===== config.mk =====
export PLATFORM = sky130hd
export DESIGN_NAME = ifq_fault_defer
export DESIGN_NICKNAME = d
export VERILOG_FILES = /design/src/rtl/ifq_pkg.sv /design/src/rtl/ifq_store.sv /design/src/rtl/ifq_window.sv /design/src/rtl/ifq_fault_eval.sv /design/src/rtl/ifq_fault_defer.sv
export SDC_FILE = /design/constraint.sdc
export NUM_CORES = 1
export LEC_CHECK = 0
export BUFFER_PORTS_ARGS = -buffer_cell sky130_fd_sc_hd__buf_4
export CAP_MARGIN = 10
export CORE_ASPECT_RATIO = 1.2
export CORE_UTILIZATION = 60
export DETAILED_ROUTE_END_ITERATION = 12
export PLACE_DENSITY = 0.85
export SLEW_MARGIN = 20
export SYNTH_ARGS = -nofsm -noshare
export SYNTH_HDL_FRONTEND = slang
export SYNTH_SLANG_ARGS = --single-unit
export TNS_END_PERCENT = 5

===== constraint.sdc =====
create_clock -name clk -period 10.1 [get_ports clk]
set_input_delay 2.525 -clock clk [delete_from_list [all_inputs] [get_ports clk]]
set_output_delay 2.525 -clock clk [all_outputs]
set_load 0.01 [all_outputs]

===== src/rtl/ifq_pkg.sv =====
// Package: shared helpers for the prefetch queue.
// Assumes need codes are unsigned; code 0 is treated as a one-word need.
package ifq_pkg;

    // Map a raw need code onto the number of words actually required.
    function automatic int unsigned ifq_eff_need(input int unsigned code,
                                                 input int unsigned max_words);
        int unsigned r;
        r = (code == 0) ? 1 : code;
        if (r > max_words) r = max_words;
        return r;
    endfunction

endpackage


===== src/rtl/ifq_store.sv =====
// Module: circular storage of fetched words and their error tags.
// Assumes DEPTH is a power of two, so the pointers wrap naturally, and
// the caller never pops more words than are stored.
module ifq_store #(
    parameter int WORD_W = 16,
    parameter int DEPTH  = 4,
    parameter int NEED_W = 2,
    localparam int PTR_W = $clog2(DEPTH),
    localparam int CNT_W = $clog2(DEPTH + 1)
) (
    input  logic                    clk,
    input  logic                    rst_n,
    input  logic                    flush,
    input  logic                    push,
    input  logic [WORD_W-1:0]       push_word,
    input  logic                    push_err,
    input  logic                    pop,
    input  logic [NEED_W-1:0]       pop_n,
    output logic [CNT_W-1:0]        count,
    output logic [PTR_W-1:0]        rd_ptr,
    output logic [DEPTH*WORD_W-1:0] slot_words,
    output logic [DEPTH-1:0]        slot_errs
);

    logic [WORD_W-1:0] mem_word [DEPTH];
    logic              mem_err  [DEPTH];
    logic [PTR_W-1:0]  wr_ptr;
    logic [CNT_W-1:0]  count_next;

    // Work out the occupancy after this cycle's removal and store.
    always_comb begin
        count_next = count;
        if (pop)  count_next = count_next - CNT_W'(pop_n);
        if (push) count_next = count_next + CNT_W'(1);
    end

    // Keep the pointers and occupancy; a flush rewinds everything at once.
    always_ff @(posedge clk) begin
        if (!rst_n || flush) begin
            wr_ptr <= '0;
            rd_ptr <= '0;
            count  <= '0;
        end else begin
            if (push) wr_ptr <= wr_ptr + PTR_W'(1);
            if (pop)  rd_ptr <= rd_ptr + PTR_W'(pop_n);
            count <= count_next;
        end
    end

    // Write the incoming word and its tag into the slot at the write pointer.
    always_ff @(posedge clk) begin
        if (push) begin
            mem_word[wr_ptr] <= push_word;
            mem_err[wr_ptr]  <= push_err;
        end
    end

    // Flatten the slots so the window logic can index them.
    generate
        for (genvar s = 0; s < DEPTH; s++) begin : g_flat
            assign slot_words[s*WORD_W +: WORD_W] = mem_word[s];
            assign slot_errs[s]                   = mem_err[s];
        end
    endgenerate

endmodule


===== src/rtl/ifq_window.sv =====
// Module: presents the WIN oldest stored words and their tags in age order.
// Assumes WIN <= DEPTH; positions beyond the occupancy read as zero / clean.
module ifq_window #(
    parameter int WORD_W = 16,
    parameter int DEPTH  = 4,
    parameter int WIN    = 3,
    localparam int PTR_W = $clog2(DEPTH),
    localparam int CNT_W = $clog2(DEPTH + 1)
) (
    input  logic [DEPTH*WORD_W-1:0] slot_words,
    input  logic [DEPTH-1:0]        slot_errs,
    input  logic [PTR_W-1:0]        rd_ptr,
    input  logic [CNT_W-1:0]        count,
    output logic [WIN*WORD_W-1:0]   win_words,
    output logic [WIN-1:0]          win_errs
);

    generate
        for (genvar k = 0; k < WIN; k++) begin : g_pos
            logic [PTR_W-1:0] idx;
            logic             live;
            // Select the slot k places after the oldest, masked by occupancy.
            always_comb begin
                idx  = rd_ptr + PTR_W'(k);
                live = (CNT_W'(k) < count);
                win_words[k*WORD_W +: WORD_W] =
                    live ? slot_words[idx*WORD_W +: WORD_W] : '0;
                win_errs[k] = live & slot_errs[idx];
            end
        end
    endgenerate

endmodule


===== src/rtl/ifq_fault_eval.sv =====
// Module: decides whether the next instruction is complete and faulted.
// Assumes window tags are already masked to stored words only.
module ifq_fault_eval #(
    parameter int DEPTH  = 4,
    parameter int WIN    = 3,
    parameter int NEED_W = 2,
    localparam int CNT_W = $clog2(DEPTH + 1)
) (
    input  logic [NEED_W-1:0] need,
    input  logic [CNT_W-1:0]  count,
    input  logic [WIN-1:0]    win_errs,
    output logic [NEED_W-1:0] eff_need,
    output logic              ready,
    output logic              fault
);
    import ifq_pkg::*;

    logic [WIN-1:0] in_need;

    // Turn the raw need code into a word count.
    always_comb begin
        eff_need = NEED_W'(ifq_eff_need(int'(need), WIN));
    end

    // Mark the window positions that belong to the next instruction.
    generate
        for (genvar k = 0; k < WIN; k++) begin : g_mask
            assign in_need[k] = (NEED_W'(k) < eff_need);
        end
    endgenerate

    // Report the fault only once every needed word has arrived.
    always_comb begin
        ready = (count >= CNT_W'(eff_need));
        fault = ready & (|(win_errs & in_need));
    end

endmodule


===== src/rtl/ifq_fault_defer.sv =====
// Module: instruction prefetch queue whose bus-error tags are reported only
// when the decoder tries to use a tagged word.
// Assumes the decoder holds need_i steady while it waits for ready_o, and
// that a change of flow is a single-cycle flush_i pulse.
module ifq_fault_defer #(
    parameter int WORD_W = 16,
    parameter int DEPTH  = 4,
    parameter int WIN    = 3,
    localparam int NEED_W = $clog2(WIN + 1),
    localparam int PTR_W  = $clog2(DEPTH),
    localparam int CNT_W  = $clog2(DEPTH + 1)
) (
    input  logic                  clk,
    input  logic                  rst_n,
    input  logic                  flush_i,
    input  logic                  fetch_valid_i,
    input  logic [WORD_W-1:0]     fetch_data_i,
    input  logic                  fetch_err_i,
    output logic                  fetch_ready_o,
    input  logic [NEED_W-1:0]     need_i,
    input  logic                  consume_i,
    output logic [WIN*WORD_W-1:0] words_o,
    output logic [CNT_W-1:0]      avail_o,
    output logic                  ready_o,
    output logic                  fault_o
);

    logic [CNT_W-1:0]        count;
    logic [PTR_W-1:0]        rd_ptr;
    logic [DEPTH*WORD_W-1:0] slot_words;
    logic [DEPTH-1:0]        slot_errs;
    logic [WIN-1:0]          win_errs;
    logic [NEED_W-1:0]       eff_need;
    logic                    ready, fault, push, pop;

    // Accept a word when there is room and no redirect; retire only clean,
    // complete instructions so a faulting one leaves the queue untouched.
    always_comb begin
        fetch_ready_o = (count != CNT_W'(DEPTH));
        push          = fetch_valid_i & fetch_ready_o & ~flush_i;
        pop           = consume_i & ready & ~fault & ~flush_i;
    end

    ifq_store #(.WORD_W(WORD_W), .DEPTH(DEPTH), .NEED_W(NEED_W)) u_store (
        .clk        (clk),
        .rst_n      (rst_n),
        .flush      (flush_i),
        .push       (push),
        .push_word  (fetch_data_i),
        .push_err   (fetch_err_i),
        .pop        (pop),
        .pop_n      (eff_need),
        .count      (count),
        .rd_ptr     (rd_ptr),
        .slot_words (slot_words),
        .slot_errs  (slot_errs)
    );

    ifq_window #(.WORD_W(WORD_W), .DEPTH(DEPTH), .WIN(WIN)) u_window (
        .slot_words (slot_words),
        .slot_errs  (slot_errs),
        .rd_ptr     (rd_ptr),
        .count      (count),
        .win_words  (words_o),
        .win_errs   (win_errs)
    );

    ifq_fault_eval #(.DEPTH(DEPTH), .WIN(WIN), .NEED_W(NEED_W)) u_eval (
        .need     (need_i),
        .count    (count),
        .win_errs (win_errs),
        .eff_need (eff_need),
        .ready    (ready),
        .fault    (fault)
    );

    // Drive the status outputs from the internal decisions.
    always_comb begin
        avail_o = count;
        ready_o = ready;
        fault_o = fault;
    end

endmodule


==> out/qor.json <==
{
  "timing.critical_path.slowest_cell_delay_ns": 0.47,
  "critPathCaptureType": "output pin",
  "num_vias": 2618,
  "async_reset_ff_share_pct": 0,
  "clock-root-buffer": "sky130_fd_sc_hd__clkbuf_8",
  "die_width_um": 78.1,
  "fmax_ghz": 0.153,
  "setup_viol_count_final": 0,
  "global_route_wire_length_before_repair_um": 13200,
  "utilization_pct": 75.9,
  "postSynthCellCount": 255,
  "netlist_top_cells_area": "sky130_fd_sc_hd__edfxtp_1, sky130_fd_sc_hd__mux4_2, sky130_fd_sc_hd__nor2b_1",
  "half_perimeter_wire_length_after_placement_um": 5690,
  "share_of_post_route_cells_with_drive_strength_above_1_pct": 44.4,
  "power.leakage_nw": 1.77,
  "cts_tree": "built",
  "grt_overflow": 0,
  "synth_cell_types": 35,
  "io-pin-count": 78,
  "placement.io_buffers": 77,
  "placedInstanceArea_um2": 4810,
  "cp-start-kind": "primary input",
  "outcome": "finished, final reports clean",
  "synth_top_area_share_pct": 48.9,
  "ys_seq_area_share_pct": 52.3,
  "worstPathCellList": "buf_4 > nand2b_1 > ha_1 > nand2b_1 > a211oi_1 > nor2_1 > buf_4",
  "worst_hold_path_type": "flip-flop to flip-flop",
  "ys_dominant_reg_cell": "sky130_fd_sc_hd__edfxtp_1",
  "number_of_flops_mapped_to_enable_cells_by_yosys": 68,
  "final_slew_violations": 0,
  "initialDrtViolationCount": 180,
  "worstPathArrival_ns": 4.00,
  "core_um2": 6570,
  "cts_buffer_depth": 2,
  "maxSlewHeadroom_pct": 36.7,
  "htree_levels": 3,
  "clock_latency_ns": 0.34,
  "initial_antenna_violation_count": 0,
  "postLayoutCellArea_um2": 4980,
  "routed_wirelength_um": 8590,
  "slowest_stage": "sky130_fd_sc_hd__a211oi_1",
  "numCtsBuffers": 9,
  "clkTransAtPathRegs_ns": 0.07,
  "synth-seq-cells": 75,
  "crit_required_ns": 7.58,
  "place_worst_setup_slack_ns": 3.58,
  "start_util_pct": 63.6,
  "fin_nets": 360,
  "avgRoutedWirePerCell_um": 20.6,
  "grt_usage_pct": 25.2,
  "num-fill-cells": 415,
  "ir_drop_mv": 0.112,
  "maximum_number_of_pins_on_one_net_before_global_route_repair": 54,
  "grt_setup_unrepaired": "no",
  "gp_congestion": 0.741,
  "drtAntennaViolNets": 0,
  "syn_area_per_cell_um2": 16.4,
  "synth.cell_area_um2": 4170,
  "fp-row-count": 32,
  "vias_in_the_first_global_route": 2597,
  "area_delta_synth_final_pct": 19.4,
  "totalNegativeSetupSlack_ns": 0,
  "final-hold-violation-count": 0,
  "final.min_clock_period_ns": 6.53,
  "timing.final.crit_share_pct": 64.6,
  "drcViolationCount": 0,
  "clock-skew-final_ns": 0.00548,
  "cts_hold_buffers": 0,
  "drt-vias-per-instance": 6.29,
  "postCtsSetupRepairBufs": 0,
  "antenna_cells": 0,
  "floorplan.die.height_um": 93.4,
  "setup_ws_ns": 3.57,
  "ys_top_cells_by_count": "sky130_fd_sc_hd__edfxtp_1, sky130_fd_sc_hd__mux4_2, sky130_fd_sc_hd__nor2b_1, sky130_fd_sc_hd__and2_1, sky130_fd_sc_hd__clkbuf_1",
  "max_slew.worst_pin.slew_ns": 0.949,
  "critPathMaxFanout": 5,
  "yosysMostFrequentCell": "sky130_fd_sc_hd__edfxtp_1",
  "clock-sinks": 75,
  "dieArea_um2": 7300,
  "cts_repair_resize_count": 0,
  "yosysWarningCount": 0,
  "drt_pass1_iterations": 4,
  "power.density_cell_area_nw_per_um2": 126,
  "synth_area_leader_cell": "sky130_fd_sc_hd__edfxtp_1",
  "crit_type": "primary input to output pin",
  "max_cap_viol": 0,
  "syn-num-nets": 288
}
## critical path: cells and delay by family
family,cells,cell delay (ns)
AND/OR/NAND/NOR,3,0.41
AO/OA/AOI/OAI,1,0.47
adder cells (fa/ha/maj),1,0.32
buffers and inverters,2,0.27
## metrics by stage
stage | power [mW] | hold WS (ns) | std cells
after floorplan | 0.391 | 0.469 | 255
after global placement | 0.421 | 0.486 | 401
after detailed placement | 0.423 | 0.500 | 401
final | 0.630 | 0.510 | 416
after global routing | 0.649 | 0.535 | 416
after CTS | 0.634 | 0.510 | 416
## cells by family (layout without fill, tap and decap cells)
group	after synthesis	count (layout)	synth area share (%)
xor gates and xnor gates	3	3	0.630
buffers and inverters	25	101	2.49
adders and majority gates	9	9	2.88
and+or+nand+nor	74	74	10.9
DFF	75	75	52.3
AOI/OAI and AO/OA	16	16	2.70
muxes	53	53	28.1
## sequential cells by signal, indices dropped and copies added, names as in the netlist
register	count
u_store.mem_word	64
u_store.rd_ptr	2
u_store.count	3
u_store.mem_err	4
u_store.wr_ptr	2
## worst paths after layout
| path | from | to | cells after the start | slack [ns] |
|---|---|---|---|---|
| min reg2reg | u_store.wr_ptr[1]$_SDFFE_PP0P_ | u_store.wr_ptr[1]$_SDFFE_PP0P_ | 2 | 0.51 |
| max reg2reg | u_store.rd_ptr[0]$_SDFFE_PP0N_ | u_store.count[2]$_SDFF_PP0_ | 9 | 6.32 |
| max | need_i[0] | fault_o | 7 | 3.57 |
| min | u_store.wr_ptr[1]$_SDFFE_PP0P_ | u_store.wr_ptr[1]$_SDFFE_PP0P_ | 2 | 0.51 |
## cells in the final DEF, fill, tap and decap left out, types with 2 or more instances in the layout
master,n
sky130_fd_sc_hd__dfxtp_1,5
sky130_fd_sc_hd__nand2_1,2
sky130_fd_sc_hd__o21ai_0,3
sky130_fd_sc_hd__inv_1,7
sky130_fd_sc_hd__nor2b_1,27
sky130_fd_sc_hd__dfxtp_4,2
sky130_fd_sc_hd__xnor2_1,3
sky130_fd_sc_hd__buf_4,79
sky130_fd_sc_hd__and2b_1,7
sky130_fd_sc_hd__nor2_1,6
sky130_fd_sc_hd__clkbuf_8,9
sky130_fd_sc_hd__clkbuf_1,3
sky130_fd_sc_hd__or3_1,2
sky130_fd_sc_hd__and2_1,21
sky130_fd_sc_hd__a21oi_1,4
sky130_fd_sc_hd__o41ai_1,2
sky130_fd_sc_hd__mux4_2,51
sky130_fd_sc_hd__nand2b_1,4
sky130_fd_sc_hd__edfxtp_1,68
sky130_fd_sc_hd__ha_1,8
sky130_fd_sc_hd__clkinv_2,2
## power by group
group / internal [mW] / leakage (nW) / switching (mW) / total [mW]
combinational: 0.0349 / 1.01 / 0.0295 / 0.0644
clock: 0.112 / 0.0902 / 0.102 / 0.215
sequential: 0.344 / 0.676 / 0.00714 / 0.351
total: 0.491 / 1.77 / 0.139 / 0.630
## area by class of cell
| class | instances | area [µm²] | area share [%] |
|---|---|---|---|
| clock buffers | 12 | 135 | 2.71 |
| clock inverters | 3 | 40.0 | 0.803 |
| inverters | 7 | 26.3 | 0.527 |
| multi-input cells | 155 | 1890 | 38.0 |
| flip-flops and latches | 75 | 2190 | 43.9 |
| well taps | 85 | 106 | 2.13 |
| repair buffers | 79 | 593 | 11.9 |
## per-layer routing
| metal | part of all wire (%) | GRT usage, % | vias up |
|---|---|---|---|
| met5 | 0 | 0 | - |
| met4 | 1.3 | 9.88 | 0 |
| met3 | 4.5 | 4.20 | 11 |
| met2 | 55 | 45.6 | 94 |
| met1 | 39 | 29.9 | 1354 |
| li1 | - | - | 1159 |
No activity file was read; power rests on OpenSTA's default activity.
